## src/rtl/sdr_init_pkg.sv

```systemverilog
package sdr_init_pkg;

    typedef enum logic [1:0] {
        ST_IDLE,
        ST_ISSUE,
        ST_WAIT,
        ST_DONE
    } seq_state_t;

    typedef enum logic [1:0] {
        OP_NOP,
        OP_PREA,
        OP_MRS,
        OP_REF
    } sdram_op_t;

    typedef struct packed {
        logic cs;
        logic ras;
        logic cas;
        logic we;
    } strobe_t;

endpackage

```

## src/rtl/sdr_init_script.sv

```systemverilog
module sdr_init_script
    import sdr_init_pkg::*;
#(
    parameter int ROW_W     = 14,
    parameter int BANK_W    = 3,
    parameter int STEP_W    = 4,
    parameter int WAIT_W    = 15,
    parameter int NUM_STEPS = 12,
    parameter int MR_BASE   = 1074,
    parameter int WAIT_CKE  = 20000,
    parameter int WAIT_MRS  = 200,
    parameter int WAIT_REF  = 4
) (
    input  logic [STEP_W-1:0] step,
    output sdram_op_t         op,
    output logic [BANK_W-1:0] bank,
    output logic [ROW_W-1:0]  addr,
    output logic [WAIT_W-1:0] wait_len,
    output logic              last
);
    localparam int DLL_RST  = 1 << 8;
    localparam int OCD_DFLT = 7 << 7;
    localparam int A10      = 1 << 10;

    always_comb begin
        op       = OP_NOP;
        bank     = '0;
        addr     = '0;
        wait_len = '0;
        unique case (step)
            4'd0:  wait_len = WAIT_W'(WAIT_CKE);
            4'd1:  begin op = OP_PREA; addr = ROW_W'(A10); end
            4'd2:  begin op = OP_MRS;  bank = BANK_W'(3); end
            4'd3:  begin op = OP_MRS;  bank = BANK_W'(2); end
            4'd4:  begin op = OP_MRS;  bank = BANK_W'(1); end
            4'd5:  begin op = OP_MRS;  addr = ROW_W'(MR_BASE + DLL_RST);
                         wait_len = WAIT_W'(WAIT_MRS); end
            4'd6:  begin op = OP_PREA; addr = ROW_W'(A10); end
            4'd7:  begin op = OP_REF;  wait_len = WAIT_W'(WAIT_REF); end
            4'd8:  begin op = OP_REF;  wait_len = WAIT_W'(WAIT_REF); end
            4'd9:  begin op = OP_MRS;  addr = ROW_W'(MR_BASE);
                         wait_len = WAIT_W'(WAIT_MRS); end
            4'd10: begin op = OP_MRS;  bank = BANK_W'(1); addr = ROW_W'(OCD_DFLT); end
            4'd11: begin op = OP_MRS;  bank = BANK_W'(1); end
            default: ;
        endcase
    end

    assign last = (step == STEP_W'(NUM_STEPS - 1));

endmodule

```

## src/rtl/sdr_init_timer.sv

```systemverilog
module sdr_init_timer #(
    parameter int WAIT_W = 15
) (
    input  logic              clk,
    input  logic              rst_n,
    input  logic              load,
    input  logic [WAIT_W-1:0] load_val,
    input  logic              run,
    output logic              expired
);
    logic [WAIT_W-1:0] cnt;

    always_ff @(posedge clk) begin
        if (!rst_n)
            cnt <= '0;
        else if (load)
            cnt <= load_val;
        else if (run && cnt != '0)
            cnt <= cnt - WAIT_W'(1);
    end

    assign expired = (cnt == '0);

endmodule

```

## src/rtl/sdr_init_cmd_enc.sv

```systemverilog
module sdr_init_cmd_enc
    import sdr_init_pkg::*;
(
    input  sdram_op_t op,
    input  logic      en,
    output strobe_t   strb
);
    always_comb begin
        strb = '0;
        if (en) begin
            unique case (op)
                OP_PREA: strb = '{cs: 1'b1, ras: 1'b1, cas: 1'b0, we: 1'b1};
                OP_MRS:  strb = '{cs: 1'b1, ras: 1'b1, cas: 1'b1, we: 1'b1};
                OP_REF:  strb = '{cs: 1'b1, ras: 1'b1, cas: 1'b1, we: 1'b0};
                OP_NOP:  strb = '0;
            endcase
        end
    end

endmodule

```

## src/rtl/sdr_init_seq.sv

```systemverilog
module sdr_init_seq
    import sdr_init_pkg::*;
#(
    parameter int ROW_W     = 14,
    parameter int BANK_W    = 3,
    parameter int CAS_LAT   = 3,
    parameter int BURST_LEN = 4,
    parameter int WR_REC    = 2,
    parameter int WAIT_CKE  = 20000,
    parameter int WAIT_MRS  = 200,
    parameter int WAIT_REF  = 4
) (
    input  logic              clk,
    input  logic              rst_n,
    input  logic              start,
    output logic              cke,
    output logic              odt,
    output logic              reset_n,
    output logic              cmd_cs,
    output logic              cmd_ras,
    output logic              cmd_cas,
    output logic              cmd_we,
    output logic [BANK_W-1:0] bank,
    output logic [ROW_W-1:0]  addr,
    output logic              done
);
    localparam int NUM_STEPS = 12;
    localparam int STEP_W    = $clog2(NUM_STEPS);
    localparam int MAX_WAIT  = (WAIT_CKE > WAIT_MRS) ?
                               ((WAIT_CKE > WAIT_REF) ? WAIT_CKE : WAIT_REF) :
                               ((WAIT_MRS > WAIT_REF) ? WAIT_MRS : WAIT_REF);
    localparam int WAIT_W    = $clog2(MAX_WAIT + 1);
    localparam int MR_BASE   = $clog2(BURST_LEN) + (CAS_LAT << 4) + (WR_REC << 9);

    seq_state_t        state, state_nxt;
    logic [STEP_W-1:0] step, step_nxt;
    logic              powered;

    sdram_op_t         sc_op;
    logic [BANK_W-1:0] sc_bank;
    logic [ROW_W-1:0]  sc_addr;
    logic [WAIT_W-1:0] sc_wait;
    logic              sc_last;

    logic              tmr_load, tmr_run, tmr_expired;
    logic              issuing;
    strobe_t           strb;

    sdr_init_script #(
        .ROW_W(ROW_W), .BANK_W(BANK_W), .STEP_W(STEP_W), .WAIT_W(WAIT_W),
        .NUM_STEPS(NUM_STEPS), .MR_BASE(MR_BASE), .WAIT_CKE(WAIT_CKE),
        .WAIT_MRS(WAIT_MRS), .WAIT_REF(WAIT_REF)
    ) u_script (
        .step(step), .op(sc_op), .bank(sc_bank), .addr(sc_addr),
        .wait_len(sc_wait), .last(sc_last)
    );

    sdr_init_timer #(.WAIT_W(WAIT_W)) u_timer (
        .clk(clk), .rst_n(rst_n), .load(tmr_load),
        .load_val(sc_wait - WAIT_W'(1)), .run(tmr_run), .expired(tmr_expired)
    );

    sdr_init_cmd_enc u_enc (.op(sc_op), .en(issuing), .strb(strb));

    // State register
    always_ff @(posedge clk) begin
        if (!rst_n) begin
            state   <= ST_IDLE;
            step    <= '0;
            powered <= 1'b0;
        end else begin
            state <= state_nxt;
            step  <= step_nxt;
            if (state == ST_IDLE && start)
                powered <= 1'b1;
        end
    end

    // Next-state logic
    always_comb begin
        state_nxt = state;
        step_nxt  = step;
        tmr_load  = 1'b0;
        tmr_run   = 1'b0;
        unique case (state)
            ST_IDLE: begin
                if (start) begin
                    state_nxt = ST_ISSUE;
                    step_nxt  = '0;
                end
            end
            ST_ISSUE: begin
                if (sc_wait == '0) begin
                    if (sc_last) state_nxt = ST_DONE;
                    else step_nxt = step + STEP_W'(1);
                end else begin
                    tmr_load  = 1'b1;
                    state_nxt = ST_WAIT;
                end
            end
            ST_WAIT: begin
                tmr_run = 1'b1;
                if (tmr_expired) begin
                    if (sc_last) begin
                        state_nxt = ST_DONE;
                    end else begin
                        state_nxt = ST_ISSUE;
                        step_nxt  = step + STEP_W'(1);
                    end
                end
            end
            ST_DONE: ;
        endcase
    end

    // Outputs
    always_comb begin
        issuing = (state == ST_ISSUE);
        cke     = powered;
        odt     = powered;
        reset_n = powered;
        cmd_cs  = strb.cs;
        cmd_ras = strb.ras;
        cmd_cas = strb.cas;
        cmd_we  = strb.we;
        bank    = issuing ? sc_bank : '0;
        addr    = issuing ? sc_addr : '0;
        done    = (state == ST_DONE);
    end

endmodule

```

## config.mk

```make
export PLATFORM = sky130hd
export DESIGN_NAME = sdr_init_seq
export DESIGN_NICKNAME = d
export VERILOG_FILES = /design/src/rtl/sdr_init_pkg.sv /design/src/rtl/sdr_init_script.sv /design/src/rtl/sdr_init_timer.sv /design/src/rtl/sdr_init_cmd_enc.sv /design/src/rtl/sdr_init_seq.sv
export SDC_FILE = /design/constraint.sdc
export NUM_CORES = 1
export LEC_CHECK = 0
export ABC_AREA = 1
export CORE_MARGIN = 2
export CORE_UTILIZATION = 35
export CTS_CLUSTER_DIAMETER = 50
export CTS_CLUSTER_SIZE = 8
export DETAILED_ROUTE_END_ITERATION = 16
export DONT_BUFFER_PORTS = 1
export GPL_ROUTABILITY_DRIVEN = 0
export PLACE_DENSITY = 0.6
export SYNTH_ARGS = -nofsm -noshare
export SYNTH_HDL_FRONTEND = slang
export SYNTH_HIERARCHICAL = 1
export SYNTH_SLANG_ARGS = --single-unit
```

## constraint.sdc

```tcl
create_clock -name clk -period 3.05 [get_ports clk]
set_clock_uncertainty 0.2 [all_clocks]
set_input_delay 0.61 -clock clk [delete_from_list [all_inputs] [get_ports clk]]
set_output_delay 0.61 -clock clk [all_outputs]
set_load 0.02 [all_outputs]
```

==> run summary, run 1 <==
CTS tree: yes
number of CTS-inserted buffers: 3
min cycle time layout: 2.665 ns
Detailed Place HPWL: 4.012 mm
Worst-Margin Slew: 0.6001 ns
largest net degree at the start of global routing: 22
most frequent cells in the layout: nand2_1 (87), nor2_1 (75), inv_1 (65)
DIE WIDTH: 88.13 um
Static Leak: 1.354 nW
share of the synthesized area in the top cell type: 17.78%
FF-to-FF setup slack: 0.38 ns
cell area after synthesis: 0.002477 sq mm
Area Overhead vs Synth: 1.364%
Worst Path Max Fanout: 8
Max clock buf depth: 2
post-synth top area cell: dfxtp_1
Clock Power Share: 6.6%
CP Capture Type: flop
clock sink total: 22
clock-pin slew on the worst setup and hold paths: 0.09 ns
Max Cap Viol: 0
Ys Warns: 6
Syn Inst Count: 424
sequential area share after synthesis: 17.78%
final net count: 427
fin. max-slew vios: 0
Net Sw Frac: 57.22%
die height: 88.13 um
initial antenna violation count: 0
Max VDD drop: 834.3 uV
Hold/Removal Path Class: in -> reg
P_int: 0.001358 W
Synth Register Bits: 22
vias in the first global route: 2163
status: finished, final reports clean
IO buf count: 0
Reg power frac: 18.9%
die area: 0.007767 sq mm
Final TNS setup: 0 ns
pwr dens: 1264 mW/mm^2
FF/Latch Area: 440.4 sq um
post-CTS sizing: 0
utilization after layout: 36.76%
Avg Inst Size Synth: 5.843 sq um
Critical Path AT: 2.62 ns
Netlist cell types: 34
via/cell ratio: 4.472
Starting DRT DRC Count: 113
antenna cells: 0
Req. time, crit path: 3.01 ns
max frequency: 0.3752 GHz
Rel. slew slack: 59.94%
Setup crit start kind: flop
Final Hold Vio Count: 0
core area: 0.006832 sq mm
DRC viols: 0
postcts setup bufs: 0
vias post-DR: 2276
FILL cells: 786
combinational power share: 74.4%
WL per Instance: 9.888 um
layout cells sized above 1: 11.38%
crit share post-route: 87.38%
I/O pin count: 28
CTS H-tree depth: 1
gr usage total: 14.31%
DRT antenna net count: 0
area of the multi-input gates: 0.001572 sq mm
Crit Path Class: reg -> reg
CTS Root Cell: clkbuf_8
Synth area leaders: dfxtp_1 (18%), nand2_1 (13%), nor2_1 (11%), inv_1 (10%), buf_4 (8.2%)
worst skew pair latency: 0.26 ns
initial core utilization: 36.26%
# rows: 30
Post-CTS Hold Buffers: 0
total grt overflow: 0
# setup viols final: 0
first-pass iteration count of the detailed router: 4
routed wire length: 5.033 mm
RSZ-0062 raised after global routing: false
sw power: 0.001816 W
first-pass GRT wire length: 9.073 mm
commonest non-fill, non-tap cell in the layout: nand2_1
-- worst max-delay path, cell delays in order, from the launching register on --
cell and delay, ns:
dfxtp_1 0.46, inv_2 0.07, nand2_1 0.13, nand2_1 0.09, nand3_1 0.10, inv_1 0.12, buf_4 0.18, or2_2 0.30
nor2_1 0.21, nand3b_1 0.14, xnor2_1 0.15, or2_2 0.29, nand2_1 0.08, a21oi_1 0.06
-- power by group through the flow --
stage | Clock (W) | Combinational (W) | Sequential, W
after CTS | 0.000223 | 0.00236 | 0.000597
final | 0.000211 | 0.00236 | 0.000600
after floorplan | 0 | 0.00210 | 0.000557
after detailed placement | 0 | 0.00235 | 0.000605
after global routing | 0.000231 | 0.00273 | 0.000625
after global placement | 0 | 0.00234 | 0.000603
-- cells in the mapped netlist, drive strengths merged --
cell type / count
o21ai: 25
a21oi: 8
o21bai: 1
o22ai: 2
clkinv: 1
inv: 71
buf: 30
nor4: 1
ha: 10
clkbuf: 4
nand4: 3
a31oi: 2
xor2: 6
nor3: 5
nand3b: 2
conb: 1
nand3: 30
xnor2: 6
or2: 5
nand2: 98
dfxtp: 22
a22oi: 1
and2: 2
nor2: 88
-- flip-flops by register name, summed over array words and instances (netlist names) --
signal       count
state            2
step             4
u_timer/cnt     15
cke              1
-- kinds of logic (layout without fill, tap and decap cells) --
family | Yosys count | count (layout) | synth area share (%)
AO/OA/AOI/OAI | 39 | 39 | 8.283
buffers and inverters | 106 | 82 | 20.76
other | 1 | 14 | 0.1514
XOR/XNOR | 12 | 12 | 4.242
AND/OR/NAND/NOR | 234 | 234 | 43.74
adder cells (fa/ha/maj) | 10 | 10 | 5.051
flip-flops | 22 | 22 | 17.78
-- routing by layer --
metal	track usage, %	wire length, um
met1	17.87	2367
met2	26.10	2419
met3	2.356	207
met4	2.617	38
met5	0	0
-- area by class of cell --
cell class | instances | share of cell area [%]
Inverter | 72 | 11.11
Timing Repair Buffer | 6 | 1.794
Sequential cell | 22 | 17.54
Tap cell | 96 | 4.783
Multi-Input combinational cell | 309 | 62.58
Clock buffer | 4 | 2.192
-- metrics by stage --
step / total power, W / hold slack, ns / cell area [sq um] / cells / setup slack, ns
detailed placement: 0.002958 / 0.2947 / 2452 / 505 / 0.2819
finish: 0.003174 / 0.2587 / 2511 / 509 / 0.3849
global route: 0.003586 / 0.2519 / 2511 / 509 / 0.08603
CTS: 0.003183 / 0.2506 / 2507 / 509 / 0.2615
global placement: 0.002939 / 0.2904 / 2452 / 505 / 0.3791
floorplan: 0.002660 / 0.2693 / 2526 / 437 / 0.5319
-- path summary, 6_finish.rpt --
kind	end	depth (start not counted)	start
worst max-delay path	u_timer/cnt[9]$_SDFFE_PN0P_	13	step[2]$_SDFFE_PN0P_
worst min-delay path	u_timer/cnt[12]$_SDFFE_PN0P_	2	rst_n
worst max register to register	u_timer/cnt[9]$_SDFFE_PN0P_	13	step[2]$_SDFFE_PN0P_
worst min register to register	u_timer/cnt[0]$_SDFFE_PN0P_	2	u_timer/cnt[0]$_SDFFE_PN0P_
Note: power is estimated with default switching activity, not from simulation.
==> run 2: changes to the inputs <==
CORE_UTILIZATION = 49   (was 35)
GPL_TIMING_DRIVEN = 1   (was unset)
PLACE_DENSITY = 0.62   (was 0.6)
==> run 2 against run 1 <==
  * Cell count down 5.7%
  * Clock power up 33%
  * Non-clock buffer count is the same
  * Final area is 0.35% lower
  * Fmax is 4.8% lower
  * Count of clock-buffer cells in the layout shrank 1
  * Utilization is 16 points higher
  * Hold slack lost 0.0098 ns
  * Worst setup slack lost 0.13 ns
  * Via count shrank 1.1%
  * Critical path depth rose by 3
  * Sequential cell count is the same
==> run summary, run 2 (same netlist as run 1, synthesis figures left out) <==
status: finished, final reports clean (unchanged)
Post-Place Cells: 476 (was 505)
fin. max-slew vios: 0 (unchanged)
Max clock buf depth: 2 (unchanged)
Largest register FFs: 15 (unchanged)
Final TNS setup: 0 ns (unchanged)
Critical Path AT: 2.82 ns (was 2.62 ns)
Setup crit start kind: flop (unchanged)
FILL cells: 484 (was 786)
Pwr Total: 0.003247 W (was 0.003174 W)
min cycle time layout: 2.800 ns (was 2.665 ns)
initial antenna violation count: 0 (unchanged)
clock sink total: 22 (unchanged)
max frequency: 0.3572 GHz (was 0.3752 GHz)
vias in the first global route: 2023 (was 2163)
pwr dens: 1297 mW/mm^2 (was 1264 mW/mm^2)
Rel. slew slack: 59.95% (was 59.94%)
Final Hold Vio Count: 0 (unchanged)
Detailed Place HPWL: 4.000 mm (was 4.012 mm)
hold depth: 2 (unchanged)
CTS H-tree depth: 1 (unchanged)
die area: 0.005641 sq mm (was 0.007767 sq mm)
commonest non-fill, non-tap cell in the layout: nand2_1 (unchanged)
via/cell ratio: 4.688 (was 4.472)
postcts setup bufs: 0 (unchanged)
Area Overhead vs Synth: 1.010% (was 1.364%)
crit share post-route: 91.80% (was 87.38%)
total grt overflow: 0 (unchanged)
Starting DRT DRC Count: 150 (was 113)
Max Cap Viol: 0 (unchanged)
initial core utilization: 51.76% (was 36.26%)
Static Leak: 1.369 nW (was 1.354 nW)
# rows: 25 (was 30)
first-pass iteration count of the detailed router: 5 (was 4)
Max VDD drop: 716.4 uV (was 834.3 uV)
vias post-DR: 2250 (was 2276)
DRC viols: 0 (unchanged)
FF-to-FF setup slack: 0.25 ns (was 0.38 ns)
DIE WIDTH: 75.11 um (was 88.13 um)
worst skew pair latency: 0.27 ns (was 0.26 ns)
die height: 75.11 um (was 88.13 um)
Worst Path Max Fanout: 16 (was 8)
CTS tree: yes (unchanged)
layout cells sized above 1: 11.38% (unchanged)
Post-Layout Cell Count: 480 (was 509)
I/O pin count: 28 (unchanged)
WL per Instance: 10.46 um (was 9.888 um)
Top reg by flops: u_timer/cnt (unchanged)
Worst-Margin Slew: 0.5999 ns (was 0.6001 ns)
number of CTS-inserted buffers: 3 (unchanged)
CP Capture Type: flop (unchanged)
Hold/Removal Path Class: in -> reg (unchanged)
WHS: 0.2489 ns (was 0.2587 ns)
utilization after layout: 52.29% (was 36.76%)
clock-pin slew on the worst setup and hold paths: 0.09 ns (about the same)
most frequent cells in the layout: nand2_1 (87), nor2_1 (74), inv_1 (66) (was nand2_1 (87), nor2_1 (75), inv_1 (65))
RSZ-0062 raised after global routing: false (unchanged)
antenna cells: 0 (unchanged)
first-pass GRT wire length: 8.700 mm (was 9.073 mm)
largest net degree at the start of global routing: 22 (unchanged)
gr usage total: 19.55% (was 14.31%)
biggest registers after layout: u_timer/cnt (15), step (4), state (2) (unchanged)
Req. time, crit path: 3.07 ns (was 3.01 ns)
final net count: 427 (unchanged)
routed wire length: 5.021 mm (was 5.033 mm)
CTS Root Cell: clkbuf_8 (unchanged)
IO buf count: 0 (unchanged)
core area: 0.004786 sq mm (was 0.006832 sq mm)
Crit Path Class: reg -> reg (unchanged)
DRT antenna net count: 0 (unchanged)
r2r worst-path depth: 16 (was 13)
# setup viols final: 0 (unchanged)
[run 2: final cells by class]
class	count	area (sq um)	share of cell area, %
multi-input combinational	309	1574	62.90
sequential	22	440.4	17.60
tap	67	83.83	3.350
clock buffer	3	41.29	1.650
inverter	72	275.3	11.00
timing repair buffer	6	57.56	2.300
clock inverter	1	30.03	1.200
[run 2: routing by layer]
layer | vias up | routed length, um | track usage (%)
met1 | 969 | 2485 | 25.34
met5 | - | 0 | 0
li1 | 1239 | - | -
met4 | 0 | 74 | 5.556
met3 | 6 | 142 | 3.481
met2 | 36 | 2320 | 33.14
[run 2: worst paths after layout]
path                                from                           to
max                 step[2]$_SDFFE_PN0P_  u_timer/cnt[2]$_SDFFE_PN0P_
min                                rst_n             cke$_SDFFE_PN0P_
max reg2reg         step[2]$_SDFFE_PN0P_  u_timer/cnt[2]$_SDFFE_PN0P_
min reg2reg  u_timer/cnt[0]$_SDFFE_PN0P_  u_timer/cnt[0]$_SDFFE_PN0P_
[run 2: repair_timing]
action,4_1_cts,5_1_grt
setup endpoints to repair,0,6
gates resized for setup,0,1
hold buffers,0,0
[run 2: per-stage QoR]
stage,setup slack [ns],cell area (sq um)
after floorplan,0.5319,2526
after global placement,0.2710,2429
after detailed placement,0.2044,2429
after CTS,0.1938,2500
after global routing,0.0002345,2502
final,0.2501,2502
[run 2: critical path: stages, from the launching register on]
cell     delay [ns]
dfxtp_1        0.46
inv_2          0.07
nand2_1        0.12
nand2_1        0.09
nand3_1        0.10
inv_1          0.19
nor2_2         0.17
nand2_2        0.09
nor2_4         0.20
nand2_4        0.08
nand2_4        0.08
inv_1          0.05
inv_1          0.30
nand2_4        0.21
inv_1          0.17
nor2_1         0.07
nor2_1         0.09
[run 2: power breakdown]
group | internal, W | switching (W) | total [W]
logic | 0.000830 | 0.00155 | 0.00238
clock network | 0.000175 | 0.000105 | 0.000281
registers | 0.000423 | 0.000161 | 0.000584
==> run 3: changes to the inputs <==
REMOVE_ABC_BUFFERS = 1   (was unset)
SKIP_CTS_REPAIR_TIMING = 1   (was unset)
SYNTH_HIERARCHICAL = unset   (was 1)
==> run 3 against run 2 <==
  * Area after synthesis shrank 26%
  * Sequential cell count unchanged
  * Die area fell by 25%
  * Worst setup slack got worse by 0.10 ns
==> run summary, run 3 <==
status: finished, final reports clean (unchanged)
RSZ-0062 raised after global routing: false (unchanged)
Final Hold Vio Count: 0 (unchanged)
Rel. slew slack: 60.32% (was 59.95%)
Ys Warns: 0 (was 6)
I/O pin count: 28 (unchanged)
Area Overhead vs Synth: 1.917% (was 1.010%)
Synth area leaders: dfxtp_1 (24%), nand2_1 (13%), nor2_1 (10%), inv_1 (8.2%), buf_4 (6.2%) (was dfxtp_1 (18%), nand2_1 (13%), nor2_1 (11%), inv_1 (10%), buf_4 (8.2%))
# rows: 22 (was 25)
most frequent cells after synthesis: nand2_1 (62), nor2_1 (49), inv_1 (40) (was nand2_1 (87), nor2_1 (75), inv_1 (66))
FILL cells: 411 (was 484)
die height: 65.08 um (was 75.11 um)
sequential area share after synthesis: 24.09% (was 17.78%)
Pwr Total: 0.002369 W (was 0.003247 W)
Starting DRT DRC Count: 82 (was 150)
asr flop ratio synth: 0% (unchanged)
cell area after synthesis: 0.001828 sq mm (was 0.002477 sq mm)
CP Capture Type: primary output (was flop)
share of the synthesized area in the top cell type: 24.09% (was 17.78%)
Setup crit start kind: flop (unchanged)
die area: 0.004235 sq mm (was 0.005641 sq mm)
Syn Inst Count: 291 (was 424)
first-pass iteration count of the detailed router: 4 (was 5)
crit-path cells: inv_1 -> ha_1 -> nand3_1 -> nand2_1 -> nor4_1 -> ha_1 -> nand2_1 -> inv_1 (was inv_2 -> nand2_1 -> nand2_1 -> nand3_1 -> inv_1 -> nor2_2 -> nand2_2 -> nor2_4 -> nand2_4 -> nand2_4 -> inv_1 -> inv_1 -> nand2_4 -> inv_1 -> nor2_1 -> nor2_1)
CTS tree: yes (unchanged)
Post-Layout Cell Count: 336 (was 480)
most frequent cells in the layout: nand2_1 (62), nor2_1 (49), inv_1 (40) (was nand2_1 (87), nor2_1 (74), inv_1 (66))
Main synth FF type: dfxtp_1 (unchanged)
CTS Root Cell: clkbuf_8 (unchanged)
Final TNS setup: 0 ns (unchanged)
largest net degree at the start of global routing: 18 (was 22)
Largest register FFs: 15 (unchanged)
Worst-Margin Slew: 0.5944 ns (was 0.5999 ns)
# setup viols final: 0 (unchanged)
total grt overflow: 0 (unchanged)
Detailed Place HPWL: 2.908 mm (was 4.000 mm)
DRT antenna net count: 0 (unchanged)
clock-pin slew on the worst setup and hold paths: 0.09 ns (about the same)
routed wire length: 3.815 mm (was 5.021 mm)
commonest non-fill, non-tap cell in the layout: nand2_1 (unchanged)
final net count: 301 (was 427)
Avg Inst Size Synth: 6.282 sq um (was 5.843 sq um)
fin. max-slew vios: 0 (unchanged)
Worst Path Max Fanout: 5 (was 16)
Req. time, crit path: 2.24 ns (was 3.07 ns)
Top reg by flops: u_timer.cnt (was u_timer/cnt)
Crit Path Class: reg -> out (was reg -> reg)
Static Leak: 1.005 nW (was 1.369 nW)
clock sink total: 22 (unchanged)
vias in the first global route: 1477 (was 2023)
Hold/Removal Path Class: in -> reg (unchanged)
Netlist cell types: 36 (was 34)
layout cells sized above 1: 12.85% (was 11.38%)
core area: 0.003633 sq mm (was 0.004786 sq mm)
Max VDD drop: 657.4 uV (was 716.4 uV)
critical path's largest stage delay: 0.42 ns (was 0.46 ns)
number of CTS-inserted buffers: 3 (unchanged)
IO buf count: 0 (unchanged)
number of synthesized flops with an enable pin: 0 (unchanged)
crit share post-route: 95.13% (was 91.80%)
vias post-DR: 1655 (was 2250)
biggest registers after layout: u_timer.cnt (15), step (4), state (2) (was u_timer/cnt (15), step (4), state (2))
WL per Instance: 11.35 um (was 10.46 um)
DRC viols: 0 (unchanged)
first-pass GRT wire length: 6.375 mm (was 8.700 mm)
Max Cap Viol: 0 (unchanged)
Max clock buf depth: 2 (unchanged)
initial core utilization: 50.31% (was 51.76%)
pwr dens: 1271 mW/mm^2 (was 1297 mW/mm^2)
via/cell ratio: 4.926 (was 4.688)
slowest CP cell: dfxtp_1 (unchanged)
most frequent cell after synthesis: nand2_1 (unchanged)
post-synth top area cell: dfxtp_1 (unchanged)
antenna cells: 0 (unchanged)
min cycle time layout: 2.901 ns (was 2.800 ns)
Post-Place Cells: 332 (was 476)
max frequency: 0.3447 GHz (was 0.3572 GHz)
Critical Path AT: 2.09 ns (was 2.82 ns)
Synth Register Bits: 22 (unchanged)
gr usage total: 19.32% (was 19.55%)
DIE WIDTH: 65.08 um (was 75.11 um)
initial antenna violation count: 0 (unchanged)
CTS H-tree depth: 1 (unchanged)
worst skew pair latency: 0.27 ns (about the same)
-- run 3: path summary, 6_finish.rpt --
check	startpoint	to	slack [ns]	cells after the start
worst max register to register	step[0]$_SDFFE_PN0P_	step[3]$_SDFFE_PN0P_	0.62	13
worst min register to register	u_timer.cnt[5]$_SDFFE_PN0P_	u_timer.cnt[5]$_SDFFE_PN0P_	0.34	2
worst max-delay path	step[0]$_SDFFE_PN0P_	cmd_we	0.15	8
worst min-delay path	rst_n	u_timer.cnt[7]$_SDFFE_PN0P_	0.24	2
-- run 3: critical path: cells and delay by family (launching register included) --
| family | cells | cell delay [ns] |
|---|---|---|
| buffers and inverters | 2 | 0.19 |
| AND/OR/NAND/NOR | 4 | 0.67 |
| flip-flops | 1 | 0.42 |
| adder cells (fa/ha/maj) | 2 | 0.55 |
-- run 3: cell families (layout without fill, tap and decap cells) --
group / Yosys count / in the layout / share of synthesized area, %
AO/OA/AOI/OAI: 34 / 34 / 10.81
AND/OR/NAND/NOR: 156 / 156 / 39.77
flip-flops: 22 / 22 / 24.09
buffers and inverters: 66 / 56 / 17.52
other: 1 / 8 / 0.2051
adder cells (fa/ha/maj): 9 / 9 / 6.160
XOR/XNOR: 3 / 3 / 1.438
-- run 3: area by class of cell --
| type | count | area [sq um] | area share [%] |
|---|---|---|---|
| Clock buffer | 4 | 55.05 | 2.955 |
| Inverter | 47 | 176.4 | 9.469 |
| Timing Repair Buffer | 5 | 37.54 | 2.015 |
| Multi-Input combinational cell | 210 | 1094 | 58.70 |
| Tap cell | 48 | 60.06 | 3.224 |
| Sequential cell | 22 | 440.4 | 23.64 |
-- run 3: power by group --
part           switching (W)  internal (W)
clock network       0.000101      0.000115
registers           0.000110      0.000405
logic                0.00108      0.000554
-- run 3: per-stage QoR --
step	utilization [%]	cell area [sq um]	hold slack, ns	setup slack [ns]
global placement	49.76	1808	0.3130	0.5141
finish	51.27	1863	0.2424	0.1486
global route	51.27	1863	0.2368	0.02759
CTS	51.27	1863	0.2420	0.1193
detailed placement	49.76	1808	0.3086	0.4188
floorplan	-	1710	0.2899	0.1666
-- run 3: per-layer routing --
| metal | share of wire, % | vias to the layer above | global-route usage (%) |
|---|---|---|---|
| met5 | 0 | - | 0 |
| met4 | 2.2 | 0 | 6.510 |
| met3 | 3.0 | 10 | 3.993 |
| met2 | 48 | 26 | 33.38 |
| met1 | 47 | 741 | 23.80 |
| li1 | - | 878 | - |
